`src/rtl/lapu_pkg.sv`:
```
`timescale 1ns/1ps
package lapu_pkg;

  typedef enum logic [1:0] {
    ACC_LOAD  = 2'd0,
    ACC_STORE = 2'd1,
    ACC_FETCH = 2'd2,
    ACC_RSVD  = 2'd3
  } acc_e;

  typedef enum logic [1:0] {
    MODE_PRI  = 2'd0,
    MODE_AREG = 2'd1,
    MODE_SEC  = 2'd2,
    MODE_HOME = 2'd3
  } mode_e;

  typedef enum logic [1:0] {
    EXC_NONE = 2'd0,
    EXC_PROT = 2'd1,
    EXC_ADDR = 2'd2,
    EXC_RSVD = 2'd3
  } exc_e;

  typedef struct packed {
    logic rd;
    logic wr;
    logic ex;
    logic wr_inv;
  } perm_t;

  // Bit positions inside the exception code; consumers decode these.
  localparam int CB_NONSTORE = 11;
  localparam int CB_STORE    = 10;
  localparam int CB_LOWPROT  = 7;
  localparam int CB_DATPROT  = 2;

endpackage

```
`src/rtl/lapu_lowprot.sv`:
```
`timescale 1ns/1ps
module lapu_lowprot
  import lapu_pkg::*;
#(
  parameter int AW        = 32,
  parameter int PAGE_BITS = 12,
  parameter int WINDOWS   = 2,
  parameter int SPAN      = 512
) (
  input  logic [AW-1:0] addr,
  input  logic          en,
  input  logic          dat_on,
  input  mode_e         mode,
  input  logic          priv_primary,
  input  logic          priv_secondary,
  input  logic          priv_home,
  output logic          active,
  output logic          addr_hit,
  output logic          page_hit
);

  localparam logic [AW-1:0] SPAN_W = AW'(SPAN);

  logic [AW-1:0]      page_addr;
  logic [WINDOWS-1:0] addr_in;
  logic [WINDOWS-1:0] page_in;
  logic               priv_sel;

  assign page_addr = {addr[AW-1:PAGE_BITS], {PAGE_BITS{1'b0}}};

  // One window per leading page; offset compare wraps below the base.
  for (genvar w = 0; w < WINDOWS; w++) begin : g_win
    localparam logic [AW-1:0] BASE = AW'(w) << PAGE_BITS;
    logic [AW-1:0] addr_off;
    logic [AW-1:0] page_off;
    assign addr_off   = addr - BASE;
    assign page_off   = page_addr - BASE;
    assign addr_in[w] = addr_off < SPAN_W;
    assign page_in[w] = page_off < SPAN_W;
  end

  always_comb begin
    priv_sel = 1'b0;
    case (mode)
      MODE_PRI:  priv_sel = priv_primary;
      MODE_SEC:  priv_sel = priv_secondary;
      MODE_HOME: priv_sel = priv_home;
      default:   priv_sel = 1'b0;
    endcase
  end

  assign active   = en && (!dat_on || !priv_sel);
  assign addr_hit = |addr_in;
  assign page_hit = |page_in;

endmodule

```
`src/rtl/lapu_prefix.sv`:
```
`timescale 1ns/1ps
module lapu_prefix #(
  parameter int AW        = 32,
  parameter int AREA_BITS = 13
) (
  input  logic [AW-1:0]           real_addr,
  input  logic [AW-AREA_BITS-1:0] pfx_base,
  output logic [AW-1:0]           abs_addr
);

  localparam int HW = AW - AREA_BITS;

  logic [HW-1:0]        real_hi;
  logic [AREA_BITS-1:0] real_lo;
  logic                 in_low;
  logic                 in_pfx;

  assign real_hi = real_addr[AW-1:AREA_BITS];
  assign real_lo = real_addr[AREA_BITS-1:0];
  assign in_low  = (real_hi == '0);
  assign in_pfx  = (real_hi == pfx_base);

  // Area-aligned swap: adding or subtracting the prefix only touches the
  // upper field, so both directions reduce to a field substitution.
  always_comb begin
    abs_addr = real_addr;
    if (in_low) begin
      abs_addr = {pfx_base, real_lo};
    end else if (in_pfx) begin
      abs_addr = {{HW{1'b0}}, real_lo};
    end
  end

endmodule

```
`src/rtl/lapu_verdict.sv`:
```
`timescale 1ns/1ps
module lapu_verdict
  import lapu_pkg::*;
#(
  parameter int AW        = 32,
  parameter int PAGE_BITS = 12,
  parameter int MEM_PAGES = 65536
) (
  input  logic [AW-1:0] vaddr,
  input  acc_e          acc,
  input  mode_e         mode,
  input  logic          dat_on,
  input  logic          wr_ok,
  input  logic          ex_ok,
  input  logic          lp_active,
  input  logic          lp_addr_hit,
  input  logic          lp_page_hit,
  input  logic [AW-1:0] abs_addr,
  output exc_e          exc,
  output logic [AW-1:0] code,
  output perm_t         perm
);

  localparam int PW = AW - PAGE_BITS;
  localparam logic [PW:0]   MEM_LIM  = (PW+1)'(MEM_PAGES);
  localparam logic [AW-1:0] LAP_BIT  = AW'(1) << CB_LOWPROT;
  localparam logic [AW-1:0] DAT_BIT  = AW'(1) << CB_DATPROT;

  logic          is_store;
  logic          is_fetch;
  logic          mem_ok;
  logic [AW-1:0] base_code;

  assign is_store = (acc == ACC_STORE);
  assign is_fetch = (acc == ACC_FETCH);
  assign mem_ok   = {1'b0, abs_addr[AW-1:PAGE_BITS]} < MEM_LIM;

  always_comb begin
    base_code = '0;
    base_code[AW-1:PAGE_BITS] = vaddr[AW-1:PAGE_BITS];
    base_code[1:0] = mode;
    if (is_store) begin
      base_code[CB_STORE] = 1'b1;
    end else begin
      base_code[CB_NONSTORE] = 1'b1;
    end
  end

  always_comb begin
    perm.rd     = 1'b1;
    perm.wr     = !(dat_on && !wr_ok);
    perm.ex     = !(dat_on && !ex_ok);
    perm.wr_inv = lp_active && lp_page_hit;
  end

  // Priority: low-address store, translated store, translated fetch, range.
  always_comb begin
    exc  = EXC_NONE;
    code = base_code;
    if (lp_active && lp_addr_hit && is_store) begin
      exc  = EXC_PROT;
      code = base_code | LAP_BIT;
    end else if (dat_on && is_store && !wr_ok) begin
      exc  = EXC_PROT;
      code = base_code | DAT_BIT;
    end else if (dat_on && is_fetch && !ex_ok) begin
      exc  = EXC_PROT;
      code = base_code | LAP_BIT | DAT_BIT;
    end else if (!mem_ok) begin
      exc  = EXC_ADDR;
      code = '0;
    end
  end

endmodule

```
`src/rtl/lap_prefix_unit.sv`:
```
`timescale 1ns/1ps
module lap_prefix_unit
  import lapu_pkg::*;
#(
  parameter int AW          = 32,
  parameter int PAGE_BITS   = 12,
  parameter int AREA_BITS   = 13,
  parameter int MEM_PAGES   = 65536,
  parameter int LOW_WINDOWS = 2,
  parameter int LOW_SPAN    = 512
) (
  input  logic                    clk,
  input  logic                    rst_n,
  input  logic                    req_valid,
  output logic                    req_ready,
  input  logic [AW-1:0]           req_addr,
  input  logic [1:0]              req_acc,
  input  logic [1:0]              req_mode,
  input  logic                    lap_en,
  input  logic                    dat_on,
  input  logic                    priv_primary,
  input  logic                    priv_secondary,
  input  logic                    priv_home,
  input  logic [AW-PAGE_BITS-1:0] xlat_page,
  input  logic                    xlat_wr_ok,
  input  logic                    xlat_ex_ok,
  input  logic [AW-AREA_BITS-1:0] pfx_base,
  output logic                    rsp_valid,
  input  logic                    rsp_ready,
  output logic [AW-1:0]           rsp_abs,
  output logic                    rsp_rd,
  output logic                    rsp_wr,
  output logic                    rsp_ex,
  output logic                    rsp_wr_inv,
  output logic [AW-1:0]           rsp_code,
  output logic [1:0]              rsp_exc
);

  // Reset: asserted asynchronously, released on the clock.
  logic [1:0] rst_pipe;
  logic       rst_q;

  always_ff @(posedge clk or negedge rst_n) begin
    if (!rst_n) begin
      rst_pipe <= 2'b00;
    end else begin
      rst_pipe <= {rst_pipe[0], 1'b1};
    end
  end
  assign rst_q = rst_pipe[1];

  acc_e  acc;
  mode_e mode;
  assign acc  = acc_e'(req_acc);
  assign mode = mode_e'(req_mode);

  // Real address selection.
  logic [AW-1:0] real_addr;
  assign real_addr = dat_on ? {xlat_page, req_addr[PAGE_BITS-1:0]} : req_addr;

  logic lp_active, lp_addr_hit, lp_page_hit;

  lapu_lowprot #(
    .AW(AW), .PAGE_BITS(PAGE_BITS), .WINDOWS(LOW_WINDOWS), .SPAN(LOW_SPAN)
  ) i_lowprot (
    .addr           (req_addr),
    .en             (lap_en),
    .dat_on         (dat_on),
    .mode           (mode),
    .priv_primary   (priv_primary),
    .priv_secondary (priv_secondary),
    .priv_home      (priv_home),
    .active         (lp_active),
    .addr_hit       (lp_addr_hit),
    .page_hit       (lp_page_hit)
  );

  logic [AW-1:0] abs_addr;

  lapu_prefix #(.AW(AW), .AREA_BITS(AREA_BITS)) i_prefix (
    .real_addr (real_addr),
    .pfx_base  (pfx_base),
    .abs_addr  (abs_addr)
  );

  exc_e          exc_c;
  logic [AW-1:0] code_c;
  perm_t         perm_c;

  lapu_verdict #(.AW(AW), .PAGE_BITS(PAGE_BITS), .MEM_PAGES(MEM_PAGES)) i_verdict (
    .vaddr       (req_addr),
    .acc         (acc),
    .mode        (mode),
    .dat_on      (dat_on),
    .wr_ok       (xlat_wr_ok),
    .ex_ok       (xlat_ex_ok),
    .lp_active   (lp_active),
    .lp_addr_hit (lp_addr_hit),
    .lp_page_hit (lp_page_hit),
    .abs_addr    (abs_addr),
    .exc         (exc_c),
    .code        (code_c),
    .perm        (perm_c)
  );

  // Handshake next-state.
  logic take;
  logic valid_d;

  assign req_ready = !rsp_valid || rsp_ready;
  assign take      = req_valid && req_ready;

  always_comb begin
    valid_d = rsp_valid;
    if (take) begin
      valid_d = 1'b1;
    end else if (rsp_ready) begin
      valid_d = 1'b0;
    end
  end

  always_ff @(posedge clk or negedge rst_q) begin
    if (!rst_q) begin
      rsp_valid <= 1'b0;
    end else begin
      rsp_valid <= valid_d;
    end
  end

  // Result registers, clock-enabled by acceptance, no reset.
  perm_t perm_q;

  always_ff @(posedge clk) begin
    if (take) begin
      rsp_abs  <= abs_addr;
      rsp_code <= code_c;
      rsp_exc  <= exc_c;
      perm_q   <= perm_c;
    end
  end

  assign rsp_rd     = perm_q.rd;
  assign rsp_wr     = perm_q.wr;
  assign rsp_ex     = perm_q.ex;
  assign rsp_wr_inv = perm_q.wr_inv;

  // Assertions.
  p_accept_r9: assert property (@(posedge clk) disable iff (!rst_q)
    take |=> rsp_valid);

  p_hold_r9: assert property (@(posedge clk) disable iff (!rst_q)
    rsp_valid && !rsp_ready |=> rsp_valid && $stable(rsp_code) && $stable(rsp_abs)
                                && $stable(rsp_exc));

  p_addr_zero_r7: assert property (@(posedge clk) disable iff (!rst_q)
    rsp_valid && (rsp_exc == EXC_ADDR) |-> (rsp_code == '0));

  p_lap_inv_r3: assert property (@(posedge clk) disable iff (!rst_q)
    rsp_valid && (rsp_exc == EXC_PROT) && rsp_code[CB_LOWPROT] && !rsp_code[CB_DATPROT]
      |-> rsp_wr_inv);

  p_store_bit_r5: assert property (@(posedge clk) disable iff (!rst_q)
    rsp_valid && (rsp_exc != EXC_ADDR) |-> (rsp_code[CB_STORE] != rsp_code[CB_NONSTORE]));

  p_dat_perm_r6: assert property (@(posedge clk) disable iff (!rst_q)
    rsp_valid && (rsp_exc == EXC_PROT) && rsp_code[CB_DATPROT] |-> !(rsp_wr && rsp_ex));

endmodule

```
`config.mk`:
```
export PLATFORM = sky130hd
export DESIGN_NAME = lap_prefix_unit
export DESIGN_NICKNAME = d
export VERILOG_FILES = /design/src/rtl/lapu_pkg.sv /design/src/rtl/lapu_lowprot.sv /design/src/rtl/lapu_prefix.sv /design/src/rtl/lapu_verdict.sv /design/src/rtl/lap_prefix_unit.sv
export SDC_FILE = /design/constraint.sdc
export NUM_CORES = 1
export LEC_CHECK = 0
export ABC_AREA = 0
export CAP_MARGIN = 20
export CORE_UTILIZATION = 24
export CTS_CLUSTER_DIAMETER = 100
export CTS_CLUSTER_SIZE = 14
export DETAILED_ROUTE_END_ITERATION = 8
export GPL_TIMING_DRIVEN = 0
export MAX_ROUTING_LAYER = met4
export PLACE_DENSITY = 0.63
export SYNTH_ARGS = -nofsm -noshare
export SYNTH_HDL_FRONTEND = slang
export SYNTH_SLANG_ARGS = --single-unit
export TNS_END_PERCENT = 10
```
`constraint.sdc`:
```
create_clock -name clk -period 0.9 [get_ports clk]
set_input_delay 0.18 -clock clk [delete_from_list [all_inputs] [get_ports clk]]
set_output_delay 0.18 -clock clk [all_outputs]
set_load 0.005 [all_outputs]
```
# Yosys cells after proc, flatten, opt, wreduce, memory -nomap -nowiden

Index checks and enable logic that the tools add are counted.

Output and inout bits: 72
Input bits: 86
Word-level logic and storage cells: 61
Register bits: 72

Magnitude comparators: 5
Equal/unequal tests: 5
$add $sub $neg: 2
Multiplexer cells: 13
Reductions and logical operators: 26

Operators by type and width:

| kind                   | count |
|---|---|
| $mux 32                | 7 |
| $lt 32x10->1 const B   | 4 |
| $sub 32x13->32 const B | 2 |
| $lt 20x17->1 const B   | 1 |
| $eq 19x19->1           | 1 |
| $logic_not 19->1       | 1 |
| $logic_and 1x1->1      | 11 |
| $logic_not 1->1        | 7 |
| $eq 2x2->1 const B     | 3 |
| $mux 1                 | 4 |
| $reduce_or 2->1        | 2 |
| $pmux 1 s3             | 1 |
| $reduce_or 3->1        | 1 |
| $eq 2x1->1 const B     | 1 |
| $logic_not 2->1        | 1 |
| $logic_or 1x1->1       | 2 |
| $mux 2                 | 1 |
| $reduce_bool 2->1      | 1 |

# Logic depth before layout (Yosys ltp)

Gate-level depths: netlist of the first run.

Depth after elaboration: 9
Depth in mapped cells: 10
Mapped depth without buffers: 7

# Cells and area by module

A second synthesis of the first run with hierarchy kept.

Cell total of the unflattened synthesis: 290
Area, all modules: 3799.9 µm²

By module, submodules not included:

| module          | seq. area each (µm²) | instances | area an instance (µm²) | cells each |
|---|---|---|---|---|
| lap_prefix_unit | 2177.1               | 1         | 2522.4                 | 99 |
| lapu_prefix     | 0.0                  | 1         | 802.0                  | 126 |
| lapu_verdict    | 0.0                  | 1         | 389.1                  | 51 |
| lapu_lowprot    | 0.0                  | 1         | 86.3                   | 14 |

# Least setup slack after synthesis of the first run

Ideal clock, no wire load.

Kind: register to register
From: register rsp_valid
To: register rsp_abs[0] (enable)
Setup time: 0.428 ns
Path slack: -1.534 ns
Arrival time: 2.007 ns
Buffers on the path: 0
Stages on the path, launching flop included: 3
Required time: 0.472 ns
Period minus slack after synthesis: 2.434 ns
Cells stage by stage: dfrtp_1 nand2b_1 and2_1

Word-level cells in the longest chain between the ends: 3

Ends and longest elaborated chain:

| what                   | line                   | source |
|---|---|---|
| from (decl)            | lap_prefix_unit.sv:28  | `output logic rsp_valid,` |
| from (signal assigned) | lap_prefix_unit.sv:126 | `rsp_valid <= valid_d;` |
| $logic_not 1->1        | lap_prefix_unit.sv:110 | `assign req_ready = !rsp_valid \|\| rsp_ready;` |
| $logic_or 1x1->1       | lap_prefix_unit.sv:110 |  |
| net req_ready          | lap_prefix_unit.sv:15  | `output logic req_ready,` |
| $logic_and 1x1->1      | lap_prefix_unit.sv:111 | `assign take = req_valid && req_ready;` |
| net take               | lap_prefix_unit.sv:107 | `logic take;` |
| to (signal assigned)   | lap_prefix_unit.sv:135 | `rsp_abs <= abs_addr;` |
| to (decl)              | lap_prefix_unit.sv:30  | `output logic [AW-1:0] rsp_abs,` |

The timed path passes the listed nets, and every way through them passes these cells.
A chain may end at the register's enable or synchronous reset.

# Worst setup path in the final report of the first run

From: input xlat_page[7]
To: register rsp_code[12], data pin

Word-level cells in the longest chain between the ends: 9
Elaborated cells on any way between the ends: 10
Classes of those cells: order compare: 1; eq/ne: 1; mux: 7; reduce/logical: 1

Ends and longest elaborated chain:

| what                 | line                   | source |
|---|---|---|
| from (decl)          | lap_prefix_unit.sv:24  | `input logic [AW-PAGE_BITS-1:0] xlat_page,` |
| $mux 32 *            | lap_prefix_unit.sv:59  | `assign real_addr = dat_on ? {xlat_page, req_addr[PAGE_BITS-1:0]} : req_addr;` |
| $eq 19x19->1         | lapu_prefix.sv:21      | `assign in_pfx = (real_hi == pfx_base);` |
| $mux 32              | lapu_prefix.sv:29      | `end else if (in_pfx) begin` |
| $mux 32 *            | lapu_prefix.sv:27      | `if (in_low) begin` |
| $lt 20x17->1 *       | lapu_verdict.sv:36     | `assign mem_ok = {1'b0, abs_addr[AW-1:PAGE_BITS]} < MEM_LIM;` |
| $mux 32 *            | lapu_verdict.sv:69     | `end else if (!mem_ok) begin` |
| $mux 32 *            | lapu_verdict.sv:66     | `end else if (dat_on && is_fetch && !ex_ok) begin` |
| $mux 32 *            | lapu_verdict.sv:63     | `end else if (dat_on && is_store && !wr_ok) begin` |
| $mux 32 *            | lapu_verdict.sv:60     | `if (lp_active && lp_addr_hit && is_store) begin` |
| net code_c[12]       | lap_prefix_unit.sv:87  | `logic [AW-1:0] code_c;` |
| to (signal assigned) | lap_prefix_unit.sv:136 | `rsp_code <= code_c;` |
| to (decl)            | lap_prefix_unit.sv:35  | `output logic [AW-1:0] rsp_code,` |

The timed path passes the listed nets; every way through them passes the cells marked *.

==> impl_metrics.tcl, run 1 <==
set metrics [dict create \
    coreArea_um2 13300 \
    num_antenna_cells 0 \
    portBuffers 149 \
    cts_tree "done" \
    cts-root-buf "clkbuf_16" \
    die_x_um 119 \
    r2r-start "rsp_valid" \
    wl_met2_mm 5.46 \
    drt-total-wl_mm 11.2 \
    crit_buf_inv 3 \
    switching_share_pct 23.6 \
    power_frac_comb_pct 18.6 \
    crit_path_cell_trace "clkdlybuf4s15_1, nor3_2, nand4_1, a2111oi_4, o221a_2, o21ai_4, buf_12, buf_8, and2_4" \
    r2r-end "rsp_abs[15]" \
    wl_met3_um 647 \
    power.total_mw 8.57 \
    syn-instance-count 253 \
    async_reset_ff_share_pct 4.55 \
    cts.htree.levels 3 \
    min_period_ns 1.94 \
    dr.pass1.iters 4 \
    die-area_um2 14200 \
    drive_gt1_share_pct 47.3 \
    dp_hpwl_mm 7.75 \
    final_cell_mix "edfxtp_1, clkbuf_2, clkdlybuf4s50_1" \
    tightest_slew_ns 0.851 \
    start_util_pct 24.8 \
    p_leak_nw 2.19 \
    cpLargestDelayFamily "compound AO/OA/AOI/OAI gates" \
    reg2reg_slack_ns -0.70 \
    period_share_pct 216 \
    pre_cts_slack_ns -1.98 \
    antenna_found_initial 0 \
    numCtsBuffers 9 \
    regArea_um2 1970 \
    grt_pass1_vias 2795 \
    globalRouteOverflowTotal 0 \
    syn2layout_area_growth_pct 70.3 \
    fin_nets 528 \
    grt_usage_pct 16.1 \
    io_pins 158 \
    top_layer_used "met4" \
    die_h_um 119 \
    path_depth 9 \
    synth.yosys.seq_area_share_pct 59.7 \
    max_cap_violations 0 \
    arrival_ns 2.03 \
    start_kind "primary input" \
    rsz0062_at_grt "true" \
    ys.flop_type "edfxtp_1" \
    yosysWarnings 0 \
    ys_seq_elements 66 \
    clkSinkCount 66 \
    required_ns 0.99 \
    mostFrequentLayoutCell "edfxtp_1" \
    drtIter0Drc 100 \
    cpMaxStageDelayCell "a2111oi_4" \
    criticalPathCategory "primary input to register" \
    final-max-slew-violation-count 0 \
    max_freq_ghz 0.515 \
    p_sw_mw 2.02 \
    routed-via-count 2758 \
    ys_types 45 \
    drt-met1-wl_mm 4.83 \
    synth_edf_count 63 \
    clkSlewWorstSetupHoldPaths_ns 0.05 \
    wl_per_cell_um 18.0 \
    reg2reg_depth 2 \
    seq_power_share_pct 42.4 \
    fillers 1230 \
    cts_hold_buffers 0 \
    drc 0 \
    hp-class "register to async pin" \
    ant_nets 0 \
    relSlewSlack_pct 43.2 \
    violations "setup timing" \
    via_per_inst 4.43 \
    end_kind "register" \
    finalHoldViolCount 0 \
    clockBufferDepth 2 \
    finalWorstSetupSlack_ns -1.04 \
    status "finished with violations" \
    whs_ns 0.000884 \
    syn_avg_cell_area_um2 13.0 \
    grt_pass1_wl_mm 16.1 \
    clkPwrFrac_pct 39.0 \
    skew_ns 0.00610 \
    multi_input_area_um2 1590 \
    clk-insertion-delay-late_ns 0.33 \
    setup_viol 176 \
    syn_area_um2 3290 \
    power_density_nw_per_um2 1530 \
    intPower_mw 6.55 \
    ir_drop_uv 1020 \
    fp-row-count 42 \
    grt_start_max_net_pins 64 \
    cp_max_fo 5 \
    routabilityCongestion 0.764 \
    crit_path_max_incr_delay_ns 0.47 \
]
-- cells in the mapped netlist, types with 4 or more instances --
cell type / instances / area, um^2
nor2_1: 5 / 18.8
edfxtp_1: 63 / 1890
nand2_1: 23 / 86.3
mux2i_1: 21 / 210
nand2b_1: 6 / 37.5
buf_6: 5 / 56.3
nor3_1: 4 / 20.0
nor4_2: 4 / 50.1
xnor2_1: 19 / 166
buf_4: 7 / 52.6
o21ai_0: 22 / 110
and2_1: 10 / 62.6
and2_4: 11 / 96.3
inv_1: 5 / 18.8
nor4_1: 7 / 43.8
-- timing repair --
action / CTS / global route
pin swaps: 28 / 9
endpoints found under the setup margin: 176 / 176
cloned: 4 / 1
setup buffers: 11 / 7
resized for setup: 345 / 86
-- power by group through the flow --
stage	sequential (mW)	combinational (mW)	clock, mW
after floorplan	3.71	0.518	0
after global placement	3.69	1.46	0
after detailed placement	3.69	1.47	0
after CTS	3.63	1.49	3.42
after global routing	3.65	1.70	3.53
final	3.63	1.60	3.34
-- per-layer routing --
metal  global-route usage, %  vias to the layer above
li1                        -                     1306
met1                    19.7                     1309
met2                    26.0                      128
met3                    2.97                       15
met4                    6.96                        0
met5                       -                        -
-- stage by stage --
| stage | setup TNS, ns | area, um^2 | instances | util [%] |
|---|---|---|---|---|
| finish | -94.56 | 5610 | 622 | 42.2 |
| global route | -108.17 | 5610 | 622 | 42.2 |
| CTS | -100.45 | 5560 | 614 | 41.8 |
| global placement | -152.15 | 5090 | 584 | 38.3 |
| detailed placement | -153.98 | 5090 | 584 | 38.3 |
| floorplan | -76.14 | 3380 | 259 | - |
-- flip-flops by register name, indices dropped and copies added (netlist names) --
signal      cells
rsp_wr_inv      1
rsp_ex          1
rsp_valid       1
rsp_exc         2
rsp_wr          1
rsp_code       26
rst_pipe        2
rsp_abs        32
-- worst reg2reg max path, delay by kind of cell, from the launching register on --
| kind | cells | cell delay (ns) |
|---|---|---|
| DFF | 1 | 0.37 |
| and+or+nand+nor | 2 | 0.81 |
-- layout make-up --
cell class              instances  share of cell area (%)
multi-input cells             172                    28.4
inverters                       5                   0.424
clock inverters                 3                   0.736
clock buffers                  12                    4.21
well taps                     176                    3.92
plain buffers                  16                    3.48
repair buffers                172                    23.8
flip-flops and latches         66                    35.1
-- how the worst max path moves through the flow --
stage                   endpoint  slack, ns          from
floorplan           rsp_code[12]      -1.04        dat_on
global placement    rsp_code[29]      -1.91  req_addr[21]
detailed placement   rsp_abs[30]      -1.98  req_addr[31]
CTS                 rsp_code[29]      -0.99  xlat_page[3]
global route        rsp_code[22]      -1.11  xlat_page[7]
finish              rsp_code[12]      -1.04  xlat_page[7]
-- cells by family (layout without fill, tap and decap cells) --
family	Yosys count	count (layout)	synth area share (%)
other	2	8	0.228
DFF	66	66	59.7
muxes	22	22	6.72
buffers and inverters	21	208	4.44
AOI/OAI and AO/OA	38	38	7.82
and+or+nand+nor	85	85	16.0
xor gates and xnor gates	19	19	5.05
(Power assumes the default switching activity.)
==> run 2: changes to the inputs <==
ABC_CLOCK_PERIOD_IN_PS = 900   (was not set)
==> results of run 2 <==
No change in the layout: final DEF, timing and power equal those of run 1.
